$ cat config.mk
export PLATFORM = sky130hd
export DESIGN_NAME = rfs_sched
export DESIGN_NICKNAME = d
export VERILOG_FILES = /design/src/rtl/rfs_pkg.sv /design/src/rtl/rfs_interval.sv /design/src/rtl/rfs_owed.sv /design/src/rtl/rfs_strobe.sv /design/src/rtl/rfs_sched.sv
export SDC_FILE = /design/constraint.sdc
export NUM_CORES = 1
export LEC_CHECK = 0
export ABC_AREA = 0
export BUFFER_PORTS_ARGS = -buffer_cell sky130_fd_sc_hd__buf_2
export CORE_ASPECT_RATIO = 0.9
export CORE_UTILIZATION = 55
export DETAILED_ROUTE_END_ITERATION = 16
export PLACE_DENSITY = 0.85
export SLEW_MARGIN = 25
export SYNTH_ARGS = -nofsm -noshare
export SYNTH_HDL_FRONTEND = slang
export SYNTH_HIERARCHICAL = 1
export SYNTH_SLANG_ARGS = --single-unit
$ cat constraint.sdc
create_clock -name clk -period 2.49 [get_ports clk]
set_input_delay 0.249 -clock clk [delete_from_list [all_inputs] [get_ports clk]]
set_output_delay 0.249 -clock clk [all_outputs]
set_load 0.02 [all_outputs]
$ cat src/rtl/rfs_pkg.sv
package rfs_pkg;
  typedef enum logic [1:0] {PH_WAIT, PH_WAKE, PH_RUN} phase_t;
  typedef enum logic [2:0] {SQ_IDLE, SQ_SETUP, SQ_HOLD, SQ_ACT, SQ_PRE, SQ_DONE} seq_t;
endpackage

$ cat src/rtl/rfs_interval.sv
module rfs_interval #(
  parameter int PERIOD = 1950
) (
  input  logic clk,
  input  logic rst_n,
  input  logic en,
  output logic tick
);
  localparam int W = (PERIOD > 1) ? $clog2(PERIOD) : 1;
  localparam logic [W-1:0] LAST = W'(PERIOD - 1);

  logic [W-1:0] cnt;

  assign tick = en && (cnt == LAST);

  always_ff @(posedge clk) begin
    if (!rst_n || !en) cnt <= '0;
    else if (tick)     cnt <= '0;
    else               cnt <= cnt + 1'b1;
  end


  tick_spacing_chk: assert property (@(posedge clk) disable iff (!rst_n)
    tick |=> !tick || (PERIOD == 1));
endmodule

$ cat src/rtl/rfs_owed.sv
module rfs_owed #(
  parameter int MAX = 4
) (
  input  logic clk,
  input  logic rst_n,
  input  logic tick,
  input  logic take,
  output logic pending,
  output logic overrun
);
  localparam int W = $clog2(MAX + 1);
  localparam logic [W-1:0] FULL = W'(MAX);

  logic [W-1:0] owed;

  assign pending = (owed != '0);

  always_ff @(posedge clk) begin
    if (!rst_n) begin
      owed    <= '0;
      overrun <= 1'b0;
    end else if (tick && !take) begin
      if (owed == FULL) overrun <= 1'b1;
      else              owed    <= owed + 1'b1;
    end else if (take && !tick) begin
      owed <= owed - 1'b1;
    end
  end


  owed_bound_chk: assert property (@(posedge clk) disable iff (!rst_n)
    owed <= FULL);

  take_pending_chk: assert property (@(posedge clk) disable iff (!rst_n)
    take |-> pending);

  overrun_sticky_chk: assert property (@(posedge clk) disable iff (!rst_n)
    overrun |=> overrun);
endmodule

$ cat src/rtl/rfs_strobe.sv
module rfs_strobe
  import rfs_pkg::*;
#(
  parameter int T_CSR = 1,
  parameter int T_CHR = 2,
  parameter int T_RAS = 8,
  parameter int T_RP  = 5
) (
  input  logic clk,
  input  logic rst_n,
  input  logic start,
  output logic idle,
  output logic done,
  output logic ras_n,
  output logic cas_n
);
  localparam int CW = $clog2(T_CSR + T_RAS + T_RP + 1);
  localparam logic [CW-1:0] L_SETUP = CW'(T_CSR - 1);
  localparam logic [CW-1:0] L_HOLD  = CW'(T_CHR - 1);
  localparam logic [CW-1:0] L_ACT   = CW'(T_RAS - T_CHR - 1);
  localparam logic [CW-1:0] L_PRE   = CW'(T_RP - 1);

  seq_t          st;
  logic [CW-1:0] cnt;
  logic [CW-1:0] last;

  always_comb begin
    case (st)
      SQ_SETUP: last = L_SETUP;
      SQ_HOLD:  last = L_HOLD;
      SQ_ACT:   last = L_ACT;
      default:  last = L_PRE;
    endcase
  end

  always_ff @(posedge clk) begin
    if (!rst_n) begin
      st  <= SQ_IDLE;
      cnt <= '0;
    end else begin
      case (st)
        SQ_IDLE: if (start) begin st <= SQ_SETUP; cnt <= '0; end
        SQ_DONE: st <= SQ_IDLE;
        default: begin
          if (cnt == last) begin
            cnt <= '0;
            case (st)
              SQ_SETUP: st <= SQ_HOLD;
              SQ_HOLD:  st <= SQ_ACT;
              SQ_ACT:   st <= SQ_PRE;
              default:  st <= SQ_DONE;
            endcase
          end else begin
            cnt <= cnt + 1'b1;
          end
        end
      endcase
    end
  end

  // strobes decoded straight from the state register
  assign idle  = (st == SQ_IDLE);
  assign done  = (st == SQ_DONE);
  assign cas_n = !(st == SQ_SETUP || st == SQ_HOLD);
  assign ras_n = !(st == SQ_HOLD || st == SQ_ACT);


  cas_leads_ras_chk: assert property (@(posedge clk) disable iff (!rst_n)
    $fell(ras_n) |-> !cas_n && $past(!cas_n));

  cas_rises_under_ras_chk: assert property (@(posedge clk) disable iff (!rst_n)
    $rose(cas_n) |-> !ras_n);

  done_single_chk: assert property (@(posedge clk) disable iff (!rst_n)
    done |=> !done && idle);
endmodule

$ cat src/rtl/rfs_sched.sv
module rfs_sched
  import rfs_pkg::*;
#(
  parameter int INIT_WAIT      = 25000,
  parameter int INIT_REFRESHES = 8,
  parameter int REF_INTERVAL   = 1950,
  parameter int OWED_MAX       = 4,
  parameter int T_CSR          = 1,
  parameter int T_CHR          = 2,
  parameter int T_RAS          = 8,
  parameter int T_RP           = 5
) (
  input  logic clk,
  input  logic rst_n,
  input  logic ref_grant,
  output logic ref_req,
  output logic ref_done,
  output logic init_done,
  output logic overrun,
  output logic dram_ras_n,
  output logic dram_cas_n,
  output logic dram_we_n
);
  localparam int BW = (INIT_REFRESHES > 1) ? $clog2(INIT_REFRESHES) : 1;
  localparam logic [BW-1:0] WAKE_LAST = BW'(INIT_REFRESHES - 1);

  phase_t        phase;
  logic [BW-1:0] wake_cnt;
  logic          wait_tick, run_tick, pending, seq_idle, take;

  rfs_interval #(.PERIOD(INIT_WAIT)) u_wait (
    .clk(clk), .rst_n(rst_n), .en(phase == PH_WAIT), .tick(wait_tick));

  rfs_interval #(.PERIOD(REF_INTERVAL)) u_period (
    .clk(clk), .rst_n(rst_n), .en(phase == PH_RUN), .tick(run_tick));

  rfs_owed #(.MAX(OWED_MAX)) u_owed (
    .clk(clk), .rst_n(rst_n), .tick(run_tick),
    .take(take && phase == PH_RUN), .pending(pending), .overrun(overrun));

  rfs_strobe #(.T_CSR(T_CSR), .T_CHR(T_CHR), .T_RAS(T_RAS), .T_RP(T_RP)) u_seq (
    .clk(clk), .rst_n(rst_n), .start(take), .idle(seq_idle), .done(ref_done),
    .ras_n(dram_ras_n), .cas_n(dram_cas_n));

  assign ref_req   = seq_idle && (phase == PH_WAKE || (phase == PH_RUN && pending));
  assign take      = ref_req && ref_grant;
  assign init_done = (phase == PH_RUN);
  assign dram_we_n = 1'b1;

  always_ff @(posedge clk) begin
    if (!rst_n) begin
      phase    <= PH_WAIT;
      wake_cnt <= '0;
    end else begin
      case (phase)
        PH_WAIT: if (wait_tick) phase <= PH_WAKE;
        PH_WAKE: if (ref_done) begin
          if (wake_cnt == WAKE_LAST) phase <= PH_RUN;
          else                       wake_cnt <= wake_cnt + 1'b1;
        end
        default: ;
      endcase
    end
  end


  req_quiet_busy_chk: assert property (@(posedge clk) disable iff (!rst_n)
    !seq_idle |-> !ref_req);

  grant_ras_high_chk: assert property (@(posedge clk) disable iff (!rst_n)
    ref_grant |-> dram_ras_n);

  stray_grant_chk: assert property (@(posedge clk) disable iff (!rst_n)
    (ref_grant && !ref_req && seq_idle) |=> dram_cas_n && dram_ras_n);

  init_hold_chk: assert property (@(posedge clk) disable iff (!rst_n)
    init_done |=> init_done);

  no_req_in_wait_chk: assert property (@(posedge clk) disable iff (!rst_n)
    (phase == PH_WAIT) |-> !ref_req && dram_ras_n);
endmodule

==> impl_metrics.tcl, run 1 <==
set metrics [dict create \
    report.final.hold_viol_count 0 \
    synth_seq_cells 42 \
    max_clock_skew_ns 0.00799 \
    std_cell_rows 21 \
    slew_headroom_pct 59.8 \
    netlist-cell-type-count 64 \
    fin_util_pct 65.0 \
    grt_pass1_wl_mm 7.74 \
    startpoint_type "register" \
    die_w_um 69.8 \
    synth-async-reset-ratio_pct 0 \
    critPathCaptureType "register" \
    htreeDepth 2 \
    cellPowerDensity_nw_per_um2 495 \
    worst_setup_hold_path_clk_slew_ns 0.08 \
    wl_met2_mm 2.05 \
    drt_drc_violations_left 0 \
    power_uw 1240 \
    cts.root.buffer_cell "sky130_fd_sc_hd__clkbuf_8" \
    timing.setup.critical_path_class "register to register" \
    synthToLayoutAreaGrowth_pct 9.56 \
    vias_in_the_first_global_route 1775 \
    vdd_ir_drop_max_mv 0.425 \
    syn-cell-area_um2 2280 \
    first_pass_iters 4 \
    antenna_found_initial 0 \
    nets 279 \
    global_route.usage.total_pct 21.8 \
    critical_path.slowest_cell "sky130_fd_sc_hd__fa_1" \
    cell_count_after_synthesis 253 \
    top_level_ports 10 \
    crit_buf_inv 2 \
    tns_ns 0 \
    gp_congestion 0.895 \
    post_drt_via_cell_ratio 5.82 \
    floorplan.die.height_um 63.0 \
    average_cell_area_after_synthesis_um2 9.00 \
    cell_types_with_the_largest_area_share_after_synthesis "sky130_fd_sc_hd__dfxtp_1 (37%), sky130_fd_sc_hd__xnor2_1 (5.0%), sky130_fd_sc_hd__ha_1 (3.3%)" \
    wl_met1_mm 2.10 \
    first_iter_violations 80 \
    final.min_clock_period_ns 2.41 \
    yosys_most_used_dff "sky130_fd_sc_hd__dfxtp_1" \
    hold_fix_buffer_count_after_cts 0 \
    cp_data_required_time_ns 2.67 \
    route.antenna.remaining_nets 0 \
    worstPathMaxFanout 5 \
    vias 1838 \
    pin_count_of_the_biggest_net_entering_global_routing 20 \
    ctsLongestPathBuffers 2 \
    detailroute.wirelength.met3_um 144 \
    tightest_slew_ns 0.596 \
    yosys-top-cells-count "sky130_fd_sc_hd__dfxtp_1 (42), sky130_fd_sc_hd__nand2_1 (19), sky130_fd_sc_hd__nor2_1 (18), sky130_fd_sc_hd__inv_1 (15), sky130_fd_sc_hd__xnor2_1 (13)" \
    worst_skew_pair.late_latency_ns 0.30 \
    report.final.slew_viol_count 0 \
    power_leakage_uw 0.000858 \
    yosys.area.top_type_share_pct 36.9 \
    cts.sinks 42 \
    die_area_um2 4400 \
    finalWirelength_mm 4.39 \
    diodes 0 \
    synthesis.nets 263 \
    setup_failing_eps_final 0 \
    peak_freq_ghz 0.415 \
    leading_cell_type_by_number_of_instances_after_synthesis "sky130_fd_sc_hd__dfxtp_1" \
    layout_worst_path_cycle_share_pct 96.8 \
    post_route_standard_cell_area_excluding_fillers_um2 2490 \
    arrival_ns 2.59 \
    yosysTopAreaCell "sky130_fd_sc_hd__dfxtp_1" \
    route.top_layer_used "met4" \
    io_buffers 8 \
    grt_overflow_total 0 \
    cpLargestDelayFamily "simple AND/OR/NAND/NOR gates" \
    place_ws_ns 0.127 \
    crit_path_cell_trace "inv_1 > ha_1 > nand4b_1 > nor4_1 > and2_1 > nor2b_4 > inv_2 > fa_1 > a221oi_1 > a211oi_2" \
    tritoncts "yes" \
    cts-buffers-inserted 5 \
    worst_hold_path_type "input pin to register" \
    drt-wirelength-per-cell_um 13.9 \
    slowest_delay_ns 0.43 \
    layout_cells_sized_above_1_pct 18.9 \
    post-dp-hpwl_mm 3.01 \
    maxCapViolCount 0 \
    timing.final.ws_setup_ns 0.0795 \
    core_um2 3840 \
    detailed_place.area_um2 2370 \
    initial_core_utilization_pct 59.4 \
    ys_seq_area_share_pct 36.9 \
    yosysWarnings 6 \
    run_status "complete, no violations" \
    synth_enable_flop_cells 0 \
]
==> area by class of cell <==
class,instances,area (um^2)
inverter,16,60.1
sequential,42,843
fill,319,1340
tap,46,57.6
clock buffer,7,76.3
clock inverter,1,30.0
timing repair buffer,16,100
multi-input combinational,188,1330
==> per-layer routing <==
metal,vias to the layer above,track usage [%]
li1,936,-
met1,863,27.1
met2,27,35.9
met3,12,4.35
met4,0,10.5
met5,-,0
==> logic make-up (layout without fill, tap and decap cells) <==
group / count (synthesis) / in the layout / synth area share, %
other: 1 / 1 / 0.165
buffers and inverters: 23 / 40 / 5.00
and+or+nand+nor: 110 / 110 / 29.6
AOI/OAI and AO/OA: 45 / 45 / 14.3
muxes: 4 / 4 / 1.81
DFF: 42 / 42 / 36.9
xor gates and xnor gates: 21 / 21 / 8.08
adders and majority gates: 7 / 7 / 4.18
==> power breakdown <==
| part | internal [uW] | leakage, uW | switching (uW) | total [uW] |
|---|---|---|---|---|
| combinational | 8.77 | 0.000466 | 18.2 | 27.0 |
| clock | 300 | 0.0000524 | 229 | 529 |
| sequential | 675 | 0.000340 | 5.05 | 680 |
==> cells in the final DEF (no fill, tap or decap), types with 8 or more instances in the layout <==
master / Yosys / routed
sky130_fd_sc_hd__o21ai_0: 8 / 8
sky130_fd_sc_hd__xnor2_1: 13 / 13
sky130_fd_sc_hd__xor2_1: 8 / 8
sky130_fd_sc_hd__inv_1: 15 / 15
sky130_fd_sc_hd__a21oi_1: 11 / 11
sky130_fd_sc_hd__nor2_2: 10 / 10
sky130_fd_sc_hd__nand3_1: 10 / 10
sky130_fd_sc_hd__buf_2: 3 / 8
sky130_fd_sc_hd__nor2_1: 18 / 18
sky130_fd_sc_hd__dfxtp_1: 42 / 40
sky130_fd_sc_hd__nand2_1: 19 / 19
sky130_fd_sc_hd__buf_4: 2 / 8
==> sequential cells by signal (all words and copies together) (netlist names), named ones only <==
name	flops
phase	2
u_owed/overrun	1
u_owed/owed	3
u_period/cnt	11
u_seq/cnt	4
u_seq/st	2
u_wait/cnt	15
wake_cnt	3
==> what timing repair did <==
item | CTS | global route
buffers inserted | 0 | 1
resized for setup | 0 | 3
endpoints found under the setup margin | 0 | 1
==> worst paths after layout <==
check                   from               to  slack (ns)  cells after the start
min reg2reg  u_period/cnt[0]  u_period/cnt[0]        0.47                      1
min                    rst_n         register        0.35                      3
max          u_period/cnt[1]   u_owed/owed[2]        0.08                     10
max reg2reg  u_period/cnt[1]   u_owed/owed[2]        0.08                     10
==> worst register-to-register path, cell delays in order (launching register included) <==
cell and delay [ns]:
sky130_fd_sc_hd__dfxtp_1 0.35, sky130_fd_sc_hd__inv_1 0.07, sky130_fd_sc_hd__ha_1 0.14, sky130_fd_sc_hd__nand4b_1 0.14
sky130_fd_sc_hd__nor4_1 0.22, sky130_fd_sc_hd__and2_1 0.23, sky130_fd_sc_hd__nor2b_4 0.21, sky130_fd_sc_hd__inv_2 0.08
sky130_fd_sc_hd__fa_1 0.43, sky130_fd_sc_hd__a221oi_1 0.35, sky130_fd_sc_hd__a211oi_2 0.07
==> through the flow <==
stage / hold slack (ns) / std cells
floorplan: 0.365 / 253
global placement: 0.448 / 307
detailed placement: 0.464 / 307
CTS: 0.350 / 315
global route: 0.370 / 316
finish: 0.346 / 316
Power figures use the tool's default switching activity.
==> inputs of run 2 (changes only) <==
- CORE_MARGIN: default -> 4
==> impl_metrics.tcl, run 2 (synthesized netlist as in run 1, its figures left out) <==
set metrics [dict create \
    mostFrequentLayoutCells "sky130_fd_sc_hd__dfxtp_1 (40), sky130_fd_sc_hd__nand2_1 (19), sky130_fd_sc_hd__nor2_1 (18)" \
    cpLargestDelayFamily "simple AND/OR/NAND/NOR gates" \
    tritoncts "yes" \
    die_area_um2 5240 \
    post-dp-hpwl_mm 2.99 \
    io_buffers 8 \
    cts.root.buffer_cell "sky130_fd_sc_hd__clkbuf_8" \
    largest_reg_flops 15 \
    cts-buffers-inserted 5 \
    floorplan.die.height_um 69.0 \
    synthToLayoutAreaGrowth_pct 7.91 \
    crit_buf_inv 2 \
    worst_hold_path_type "input pin to register" \
    initial_core_utilization_pct 59.0 \
    timing.setup.critical_path_class "register to register" \
    holdPathStages 3 \
    report.final.slew_viol_count 0 \
    fillerInstances 326 \
    antenna_found_initial 0 \
    worstPathMaxFanout 5 \
    worst_setup_hold_path_clk_slew_ns 0.07 \
    global_route.usage.total_pct 17.8 \
    critical_path.reg2reg.endpoint "u_owed/owed[2]" \
    vias 1808 \
    ctsLongestPathBuffers 2 \
    grt_pass1_wl_mm 7.47 \
    final.min_clock_period_ns 2.27 \
    grt_overflow_total 0 \
    startpoint_type "register" \
    layout.cells.most_common "sky130_fd_sc_hd__dfxtp_1" \
    tightest_slew_ns 0.636 \
    crit_path_cell_trace "inv_1 > ha_1 > nand4b_1 > nor4_1 > and2_1 > nor2b_4 > inv_2 > fa_1 > o21ai_0 > o22ai_1 > a211oi_1" \
    numPlacedInstances 306 \
    layout_cells_sized_above_1_pct 18.3 \
    post_drt_via_cell_ratio 5.76 \
    setup_failing_eps_final 0 \
    hold_fix_buffer_count_after_cts 0 \
    gp_congestion 0.799 \
    first_iter_violations 80 \
    nets 278 \
    top_level_ports 10 \
    crit_start "u_period/cnt[1]" \
    pin_count_of_the_biggest_net_entering_global_routing 20 \
    report.final.hold_viol_count 0 \
    peak_freq_ghz 0.441 \
    power_leakage_uw 0.000839 \
    worst_skew_pair.late_latency_ns 0.29 \
    vdd_ir_drop_max_mv 0.376 \
    hold_path_startpoint "rst_n" \
    arrival_ns 2.48 \
    drt-wirelength-per-cell_um 13.3 \
    maxCapViolCount 0 \
    finalWirelength_mm 4.17 \
    run_status "complete, no violations" \
    die_w_um 75.8 \
    htreeDepth 2 \
    r2r-start "u_period/cnt[1]" \
    tns_ns 0 \
    cts.sinks 42 \
    drt_drc_violations_left 0 \
    first_pass_iters 4 \
    reg_top3 "u_wait/cnt: 15 flops, u_period/cnt: 11 flops, u_seq/cnt: 4 flops" \
    std_cell_rows 21 \
    r2r.worst_path.cells 11 \
    vias_in_the_first_global_route 1743 \
    slowest_delay_ns 0.42 \
    diodes 0 \
    critical_path.slowest_cell "sky130_fd_sc_hd__fa_1" \
    cp_data_required_time_ns 2.70 \
    layout_worst_path_cycle_share_pct 91.0 \
    cellPowerDensity_nw_per_um2 453 \
    slew_headroom_pct 57.2 \
    max_flop_register "u_wait/cnt" \
    worst-r2r-setup-slack_ns 0.22 \
    core_um2 3860 \
    critPathCaptureType "register" \
    route.antenna.remaining_nets 0 \
    max_clock_skew_ns 0.00424 \
    final_cell_count_no_fill 314 \
]
[run 2: tightest hold or removal path: stages]
cell and delay (ns):
sky130_fd_sc_hd__buf_2 0.22, sky130_fd_sc_hd__nand2_1 0.10, sky130_fd_sc_hd__a21oi_1 0.04
[run 2: repair_timing]
action / in CTS / in global routing
gates resized for setup: 0 / 3
setup endpoints to repair: 0 / 1
setup buffers: 0 / 1
[run 2: power breakdown]
part           internal (uW)  leakage (uW)  switching, uW
clock                    193     0.0000383            213
combinational           8.80      0.000461           17.7
sequential               675      0.000340           4.97
total                    877      0.000839            236
[run 2: cell type report]
cell class                 count  area, um^2  share of cell area [%]
multi-input combinational    188        1330                    54.0
sequential                    42         843                    34.3
inverter                      16        60.1                    2.44
tap                           46        57.6                    2.34
clock buffer                   7        76.3                    3.11
timing repair buffer          15        92.6                    3.77
[run 2: per-stage QoR]
step           total power, uW  utilization [%]  worst slack (ns)  instance area, um^2  hold slack (ns)
2_1_floorplan              718                -             0.186                 2280            0.365
4_1_cts                   1130             63.2             0.162                 2440            0.346
5_1_grt                   1170             63.6          -0.00171                 2460            0.374
3_5_place_dp               722             61.3             0.190                 2370            0.461
6_report                  1110             63.6             0.224                 2460            0.359
3_3_place_gp               722             61.3             0.262                 2370            0.449
[run 2: how the worst max path moves through the flow]
stage,endpoint,depth (start not counted)
after floorplan,u_owed/owed[1],9
after global placement,u_owed/owed[2],10
after CTS,u_owed/owed[2],9
after detailed placement,u_owed/owed[2],10
final,u_owed/owed[2],11
after global routing,u_owed/owed[2],11
[run 2: routing by layer]
layer	up-vias	track usage, %	part of all wire [%]
met1	832	23.7	48
li1	929	-	-
met4	0	6.60	1.4
met3	7	4.36	3.8
met5	-	0	0
met2	40	27.5	47
